## src/rtl/fifo_pair_pkg.sv

```systemverilog
package fifo_pair_pkg;
  localparam int ADDR_W = 3;
  localparam int REG_W  = 8;
  localparam int FLAG_N = 3;

  typedef enum logic [ADDR_W-1:0] {
    A_DATA  = 3'd0,
    A_CTRL  = 3'd1,
    A_FLAG  = 3'd2,
    A_IEN   = 3'd3,
    A_RXCNT = 3'd4,
    A_TXCNT = 3'd5
  } reg_addr_e;

  // transmit threshold code -> max occupancy that fires
  function automatic logic [3:0] tx_thr(input logic [1:0] code);
    case (code)
      2'd0:    return 4'd0;
      2'd1:    return 4'd1;
      2'd2:    return 4'd2;
      default: return 4'd4;
    endcase
  endfunction
endpackage

```

## src/rtl/byte_fifo.sv

```systemverilog
module byte_fifo #(
  parameter int DEPTH = 8,
  parameter int W     = 8,
  localparam int PTR_W = (DEPTH > 1) ? $clog2(DEPTH) : 1,
  localparam int CNT_W = $clog2(DEPTH + 1)
) (
  input  logic             clk_i,
  input  logic             rst_ni,
  input  logic             flush_i,
  input  logic             push_i,
  input  logic             pop_i,
  input  logic [W-1:0]     data_i,
  output logic [W-1:0]     data_o,
  output logic [CNT_W-1:0] count_o,
  output logic             full_o,
  output logic             empty_o
);
  logic [W-1:0]     mem [DEPTH];
  logic [PTR_W-1:0] wr_ptr, rd_ptr;
  logic [CNT_W-1:0] cnt;
  logic             do_push, do_pop;

  function automatic logic [PTR_W-1:0] nxt(input logic [PTR_W-1:0] p);
    return (p == PTR_W'(DEPTH - 1)) ? '0 : p + 1'b1;
  endfunction

  assign full_o  = (cnt == CNT_W'(DEPTH));
  assign empty_o = (cnt == '0);
  assign do_push = push_i && !full_o;
  assign do_pop  = pop_i && !empty_o;

  always_ff @(posedge clk_i or negedge rst_ni) begin
    if (!rst_ni) begin
      wr_ptr <= '0;
      rd_ptr <= '0;
      cnt    <= '0;
    end else if (flush_i) begin
      wr_ptr <= '0;
      rd_ptr <= '0;
      cnt    <= '0;
    end else begin
      if (do_push) wr_ptr <= nxt(wr_ptr);
      if (do_pop)  rd_ptr <= nxt(rd_ptr);
      if (do_push && !do_pop)      cnt <= cnt + 1'b1;
      else if (do_pop && !do_push) cnt <= cnt - 1'b1;
    end
  end

  always_ff @(posedge clk_i) begin
    if (do_push && !flush_i) mem[wr_ptr] <= data_i;
  end

  assign data_o  = empty_o ? '0 : mem[rd_ptr];
  assign count_o = cnt;
endmodule

```

## src/rtl/sticky_flags.sv

```systemverilog
module sticky_flags #(
  parameter int N = 3
) (
  input  logic         clk_i,
  input  logic         rst_ni,
  input  logic [N-1:0] set_i,
  input  logic         wr_i,
  input  logic [N-1:0] keep_i,
  output logic [N-1:0] flags_o
);
  logic [N-1:0] q;

  for (genvar i = 0; i < N; i++) begin : g_bit
    always_ff @(posedge clk_i or negedge rst_ni) begin
      if (!rst_ni)       q[i] <= 1'b0;
      else if (set_i[i]) q[i] <= 1'b1;  // set beats clear
      else if (wr_i)     q[i] <= q[i] & keep_i[i];
    end
  end

  assign flags_o = q;
endmodule

```

## src/rtl/byte_fifo_pair.sv

```systemverilog
module byte_fifo_pair
  import fifo_pair_pkg::*;
#(
  parameter int DEPTH = 8,
  localparam int CNT_W = $clog2(DEPTH + 1)
) (
  input  logic              clk_i,
  input  logic              rst_ni,
  input  logic              reg_we_i,
  input  logic              reg_re_i,
  input  logic [ADDR_W-1:0] reg_addr_i,
  input  logic [REG_W-1:0]  reg_wdata_i,
  output logic [REG_W-1:0]  reg_rdata_o,
  input  logic              tx_pop_i,
  output logic [REG_W-1:0]  tx_data_o,
  output logic              tx_avail_o,
  input  logic              tx_sent_i,
  input  logic              rx_push_i,
  input  logic [REG_W-1:0]  rx_data_i,
  output logic              rx_room_o,
  output logic              irq_o
);
  logic             wr_data, rd_data, wr_ctrl, wr_flag, wr_ien;
  logic             flush_tx, flush_rx;
  logic [1:0]       tx_code_q;
  logic [3:0]       rx_lvl_q;
  logic [FLAG_N-1:0] ien_q, flag_q, flag_set;
  logic [CNT_W-1:0] tx_cnt, rx_cnt;
  logic             tx_full, tx_empty, rx_full, rx_empty;
  logic [REG_W-1:0] rx_head;

  assign wr_data = reg_we_i && (reg_addr_i == A_DATA);
  assign rd_data = reg_re_i && (reg_addr_i == A_DATA);
  assign wr_ctrl = reg_we_i && (reg_addr_i == A_CTRL);
  assign wr_flag = reg_we_i && (reg_addr_i == A_FLAG);
  assign wr_ien  = reg_we_i && (reg_addr_i == A_IEN);

  // reset bits act on the write edge and are never stored
  assign flush_tx = wr_ctrl && reg_wdata_i[0];
  assign flush_rx = wr_ctrl && reg_wdata_i[1];

  always_ff @(posedge clk_i or negedge rst_ni) begin
    if (!rst_ni) begin
      tx_code_q <= '0;
      rx_lvl_q  <= '0;
      ien_q     <= '0;
    end else begin
      if (wr_ctrl) begin
        tx_code_q <= reg_wdata_i[3:2];
        rx_lvl_q  <= reg_wdata_i[7:4];
      end
      if (wr_ien) ien_q <= reg_wdata_i[FLAG_N-1:0];
    end
  end

  byte_fifo #(.DEPTH(DEPTH), .W(REG_W)) u_tx (
    .clk_i, .rst_ni,
    .flush_i(flush_tx), .push_i(wr_data), .pop_i(tx_pop_i),
    .data_i(reg_wdata_i), .data_o(tx_data_o),
    .count_o(tx_cnt), .full_o(tx_full), .empty_o(tx_empty)
  );

  byte_fifo #(.DEPTH(DEPTH), .W(REG_W)) u_rx (
    .clk_i, .rst_ni,
    .flush_i(flush_rx), .push_i(rx_push_i), .pop_i(rd_data),
    .data_i(rx_data_i), .data_o(rx_head),
    .count_o(rx_cnt), .full_o(rx_full), .empty_o(rx_empty)
  );

  assign flag_set[0] = 32'(tx_cnt) <= 32'(tx_thr(tx_code_q));
  assign flag_set[1] = 32'(rx_cnt) >= 32'(rx_lvl_q) + 32'd1;
  assign flag_set[2] = tx_sent_i && tx_empty;

  sticky_flags #(.N(FLAG_N)) u_flags (
    .clk_i, .rst_ni,
    .set_i(flag_set), .wr_i(wr_flag),
    .keep_i(reg_wdata_i[FLAG_N-1:0]), .flags_o(flag_q)
  );

  always_comb begin
    reg_rdata_o = '0;
    case (reg_addr_i)
      A_DATA:  reg_rdata_o = rx_head;
      A_CTRL:  reg_rdata_o = {rx_lvl_q, tx_code_q, 2'b00};
      A_FLAG:  reg_rdata_o = REG_W'(flag_q);
      A_IEN:   reg_rdata_o = REG_W'(ien_q);
      A_RXCNT: reg_rdata_o = REG_W'(rx_cnt);
      A_TXCNT: reg_rdata_o = REG_W'(tx_cnt);
      default: reg_rdata_o = '0;
    endcase
  end

  assign tx_avail_o = !tx_empty;
  assign rx_room_o  = !rx_full;
  assign irq_o      = |(flag_q & ien_q);

  logic unused_ok;
  assign unused_ok = tx_full ^ rx_empty;
endmodule

```

## config.mk

```make
export PLATFORM = sky130hd
export DESIGN_NAME = byte_fifo_pair
export DESIGN_NICKNAME = d
export VERILOG_FILES = /design/src/rtl/fifo_pair_pkg.sv /design/src/rtl/byte_fifo.sv /design/src/rtl/sticky_flags.sv /design/src/rtl/byte_fifo_pair.sv
export SDC_FILE = /design/constraint.sdc
export NUM_CORES = 1
export LEC_CHECK = 0
export ABC_AREA = 1
export BUFFER_PORTS_ARGS = -buffer_cell sky130_fd_sc_hd__buf_2
export CORE_MARGIN = 5
export CORE_UTILIZATION = 35
export DETAILED_ROUTE_END_ITERATION = 8
export PLACE_DENSITY = 0.48
export SYNTH_ARGS = -nofsm -noshare
export SYNTH_HDL_FRONTEND = slang
export SYNTH_HIERARCHICAL = 1
export SYNTH_SLANG_ARGS = --single-unit
```

## constraint.sdc

```tcl
create_clock -name clk_i -period 2.6 [get_ports clk_i]
set_clock_uncertainty 0.05 [all_clocks]
set_input_delay 0 -clock clk_i [delete_from_list [all_inputs] [get_ports clk_i]]
set_output_delay 0 -clock clk_i [all_outputs]
set_load 0.01 [all_outputs]
```

* Yosys cells after proc, flatten, opt, wreduce, memory -nomap -nowiden
Memory sizes are Yosys's and may differ from the RTL's. Cells that the tools add are included. W data, S select, Z words.
Cells by class: add/sub/neg operators 9, magnitude comparators 2, equality and inequality tests 13, mux-type cells 32, bitwise logic cells 4, reduce and logical (&&, ||, !) cells 42
Operators with widths (number):
- $pmux W8 S6 | 1
- $mux W3 | 12
- $mux W4 | 6
- $eq A3 B3 Y1 const B | 6
- $logic_and A1 B1 Y1 | 18
- $mux W8 | 2
- $reduce_bool A2 Y1 | 7
- $add A3 B1 Y3 const B | 4
- $logic_not A1 Y1 | 10
- $mux W1 | 10
- $pmux W3 S3 | 1
- $add A4 B1 Y4 const B | 2
- $eq A4 B4 Y1 const B | 2
- $logic_not A4 Y1 | 2
- $sub A4 B1 Y4 const B | 2
- $eq A3 B2 Y1 const B | 2
- $reduce_bool A3 Y1 | 2
- $add A4 B1 Y5 const B | 1
- $ge A4 B5 Y1 | 1
- $le A4 B4 Y1 | 1
- $and A1 B1 Y1 | 3
- $and A3 B3 Y3 | 1
- $eq A3 B1 Y1 const B | 1
- $logic_not A3 Y1 | 1
- 4 further kinds | 4
Storage, ports and cells: bits in registers 32, memory bits (writable) 128, output and inout port bits 19, logic and storage cells 116, memories 2
Memories:
- u_rx.mem | depth 8, width 8, rd ports 1, clocked after Yosys merged registers in 0, write ports 1, RTL line byte_fifo.sv:18 | logic [W-1:0] mem [DEPTH];
- u_tx.mem | depth 8, width 8, rd ports 1, clocked after Yosys merged registers in 0, write ports 1, RTL line byte_fifo.sv:18

* Logic depth before layout (Yosys ltp)
word-level depth 8, mapped depth 13, gate-level depth less buffers 12

* By module
Netlist, hierarchy kept.
Modules (own cells, without submodules):
- byte_fifo at u_rx | instances 1, cells an instance 274, area each 3234.4 µm², seq. area each 2172.1 µm²
- byte_fifo at u_tx | instances 1, cells an instance 274, area each 3226.8 µm², seq. area each 2172.1 µm²
- byte_fifo_pair | instances 1, cells an instance 160, area each 1034.7 µm², seq. area each 225.2 µm²
- sticky_flags | instances 1, cells an instance 18, area each 131.4 µm², seq. area each 75.1 µm²

* Worst setup path before layout
OpenSTA, ideal clock, no wires.
path kind reg-to-reg, start reg u_tx.cnt[3] (netlist: u_tx/count_o[3]), end reg u_tx.cnt[3] (netlist: u_tx/count_o[3]), setup time 0.118 ns, arrival time 1.753 ns, required time 2.432 ns, slack 0.680 ns, cell stages (with the launch flop) 11, path buffers 0, cell sequence dfrtp_1 -> nor2_2 -> nand2_2 -> nand2_4 -> nand3_4 -> ha_1 -> a21o_2 -> a21oi_1 -> nand3_1 -> nand3_1 -> nand2_1
Between the ends: longest elaborated chain between the ends 7, elaborated cells between the ends (all ways) 16, classes of those cells add/sub (2); eq/ne (1); mux (3); reduce/logical (10)
RTL lines:
- start: declaration | RTL line byte_fifo.sv:20 | logic [CNT_W-1:0] cnt;
- start signal: assignment | RTL line byte_fifo.sv:44 | if (do_push && !do_pop) cnt <= cnt + 1'b1;
- start signal: assignment | RTL line byte_fifo.sv:45 | else if (do_pop && !do_push) cnt <= cnt - 1'b1;
- branches (longest 7 deep; another with $sub A4 B1 Y4)
Parallel ways; which one is timed is not known. The select of a mux whose other input is x is not followed. A chain may end at the register's enable or synchronous reset.

* Worst setup path in the final report
start in reg_addr_i[0], end mem u_tx.mem[2][6] (enable)
Between the ends: elaborated cells between the ends (all ways) 10, classes of those cells eq/ne (1); mux (2); reduce/logical (7)
RTL lines:
- start: declaration | RTL line byte_fifo_pair.sv:11 | input logic [ADDR_W-1:0] reg_addr_i,
- $logic_not A3 Y1 | RTL line byte_fifo_pair.sv:32 | assign wr_data = reg_we_i && (reg_addr_i == A_DATA);
- $logic_and A1 B1 Y1 | RTL line byte_fifo_pair.sv:32
- via wr_data | RTL line byte_fifo_pair.sv:23 | logic wr_data, rd_data, wr_ctrl, wr_flag, wr_ien;
- $logic_and A1 B1 Y1 | RTL line byte_fifo.sv:29 | assign do_push = push_i && !full_o;
- $logic_and A1 B1 Y1 | RTL line byte_fifo.sv:50 | if (do_push && !flush_i) mem[wr_ptr] <= data_i;
- $mux W1 | RTL line byte_fifo.sv:50
- $mux W1 (implied by the code) | RTL line byte_fifo.sv:50
- end: declaration | RTL line byte_fifo.sv:18
The timed path passes the listed nets, and every way through them passes these cells.

==> run_results.csv <==
group,metric,value,unit
placement,port_buffers,44,
floorplanning,fp.dieH,158,µm
clock_network,cts_buffers,17,
detailed_routing,vias,5478,
min_path,hp-class,"in2reg",
setup_path,cp_max_fo,10,
job,maxCapViolations,0,
placement,hpwl,13200,µm
timing,tightest_slew,0.851,ns
cells_and_area,syn2layout_area_growth,20.1,%
clock_network,ctsHtreeMaxLevel,4,
timing,setup_violations,0,
synth,ys_warn_count,6,
global_route,grt_overflow,0,
setup_path,cp-end-kind,"flop",
clock_network,cts_root_buffer,"clkbuf_16",
synth,syn_area,0.00762,mm²
clock_network,clock_latency,0.42,ns
pwr,ir_drop,0.000457,V
detailed_routing,wl_per_cell,16.4,µm
synth,postSynthAreaPerCell,10.5,µm²
setup_path,crit_arrival,2.50,ns
placement,place.gp.congestion,0.851,
timing,rsz0062_at_grt,"yes",
timing,post-route-min-period,2.41,ns
synth,syn_nets,772,
global_route,antenna_found_initial,1,
timing,post-route-period-util,0.927,
global_route,grt_pass1_vias,5389,
cells_and_area,instances_no_fill,1107,
pwr,finalPower,9530,µW
floorplanning,die_w,158,µm
synth,synthCells,724,
cells_and_area,final_layout_size_suffix_gt1_frac,0.175,
cells_and_area,layout.nets,862,
global_route,grt_max_degree,35,
floorplanning,core_area,0.0216,mm²
setup_path,start_kind,"primary input",
pwr,power_density,1040,mW/mm²
detailed_routing,drtIter0Drc,347,
detailed_routing,antenna_left,0,
floorplanning,num_io_pins,45,
global_route,met1_usage,0.216,
clock_network,cts_sinks,160,
timing,slew_viol_final,0,
timing,slew_headroom,0.430,
cells_and_area,diodes,0,
clock_network,path_clk_slew,0.06,ns
status,status,"complete, no violations",
floorplanning,start_util,0.352,
setup_path,worstSetupPathType,"in2reg",
detailed_routing,routed_wl,18200,µm
detailed_routing,drc,0,
timing,fmax,415,MHz
clock_network,clockBufferDepth,2,
cells_and_area,fin_util,0.423,
global_route,groute.layer.met3.usage,0.0390,
detailed_routing,viasPerCell,4.95,
global_route,grt_use_total,0.151,
floorplanning,core.rowCount,54,
timing,fin_tns_setup,0,ns
detailed_routing,dr.pass1.iters,5,
pwr,leakagePower,0.00370,µW
floorplanning,dieArea,0.0248,mm²
placement,placedCellCount,1049,
global_route,busiest_layer,"met2",
clock_network,cts_tree,"yes",
global_route,grt_first_pass_wirelength,28900,µm
timing,hold_viol,0,
setup_path,crit_required,2.68,ns
global_route,grt_use_met2,0.228,
## routing by layer
metal	wire length, µm	part of all wire
met3	742	0.041
met1	8780	0.48
met2	8400	0.46
met5	7	0.00038
met4	255	0.014
## what timing repair did
action / CTS / global route
setup endpoints to repair: 0 / 2
setup buffers: 0 / 0
gates resized for setup: 0 / 2
hold buffers: 26 / 0
hold endpoints to repair: 178 / 0
## worst max-delay path: stages
cell           delay, ns
dlygate4sd3_1       0.58
buf_2               0.21
nor2_2              0.12
nand2_1             0.11
nor2_1              0.39
nand2_2             0.13
nor2_1              0.22
nand2_1             0.18
nor2_1              0.33
buf_4               0.22
## metrics by stage
stage	setup slack, ns	hold slack [ns]	instance area [µm²]
2_1_floorplan	0.680	-0.346	7620
3_3_place_gp	0.386	0.0812	8240
3_5_place_dp	0.297	0.0998	8240
4_1_cts	0.162	0.0458	9150
5_1_grt	-0.0187	0.116	9160
6_report	0.189	0.0547	9160
## placed cells by master, fill, tap and decap left out, types with 3 or more instances in the layout
| cell | instances |
|---|---|
| inv_1 | 62 |
| mux2i_1 | 16 |
| nand4_1 | 8 |
| nand2_4 | 4 |
| clkbuf_16 | 17 |
| dlygate4sd3_1 | 26 |
| buf_4 | 25 |
| o22ai_1 | 18 |
| nand3_4 | 3 |
| a21oi_1 | 7 |
| inv_6 | 6 |
| nor2_2 | 5 |
| bufinv_16 | 4 |
| o21ai_1 | 6 |
| ha_1 | 20 |
| nand2_1 | 88 |
| edfxtp_1 | 128 |
| nor2_4 | 4 |
| buf_2 | 44 |
| nor2_1 | 135 |
| inv_2 | 3 |
| nand3_1 | 32 |
| nand2_2 | 12 |
| nand3_2 | 4 |
| o21ai_0 | 94 |
| inv_8 | 3 |
| dfrtp_1 | 32 |
## power by group
group / switching [µW] / internal [µW]
Sequential: 317 / 3120
Clock: 1060 / 1640
Combinational: 2180 / 1220
## state kept, by name (all words and copies together), names as in the netlist, 4 cells and up
name	count
u_rx/count_o	4
u_tx/count_o	4
rx_lvl_q	4
u_tx/mem	64
u_rx/mem	64
## final cells by class
cell class	instances	area, µm²
fillers	2051	12500
flip-flops and latches	160	4640
multi-input cells	472	2580
repair buffers	96	679
clock buffers	17	425
well taps	280	350
inverters	67	259
clock inverters	15	219
## worst paths after layout
kind | start | to | slack, ns | depth (start not counted)
worst min-delay path | reg_re_i | u_rx/rd_ptr[2] | 0.05 | 7
worst max register to register | u_rx/count_o[1] | u_rx/mem[1][1] | 0.29 | 6
min in group asynchronous | rst_ni | u_rx/count_o[2] | 0.14 | 2
worst min register to register | u_flags/flags_o[1] | u_flags/flags_o[1] | 0.44 | 2
worst max-delay path | reg_addr_i[0] | u_tx/mem[2][6] | 0.19 | 10
max in group asynchronous | rst_ni | u_tx/rd_ptr[2] | 1.85 | 2
No activity file was read; power rests on OpenSTA's default activity.
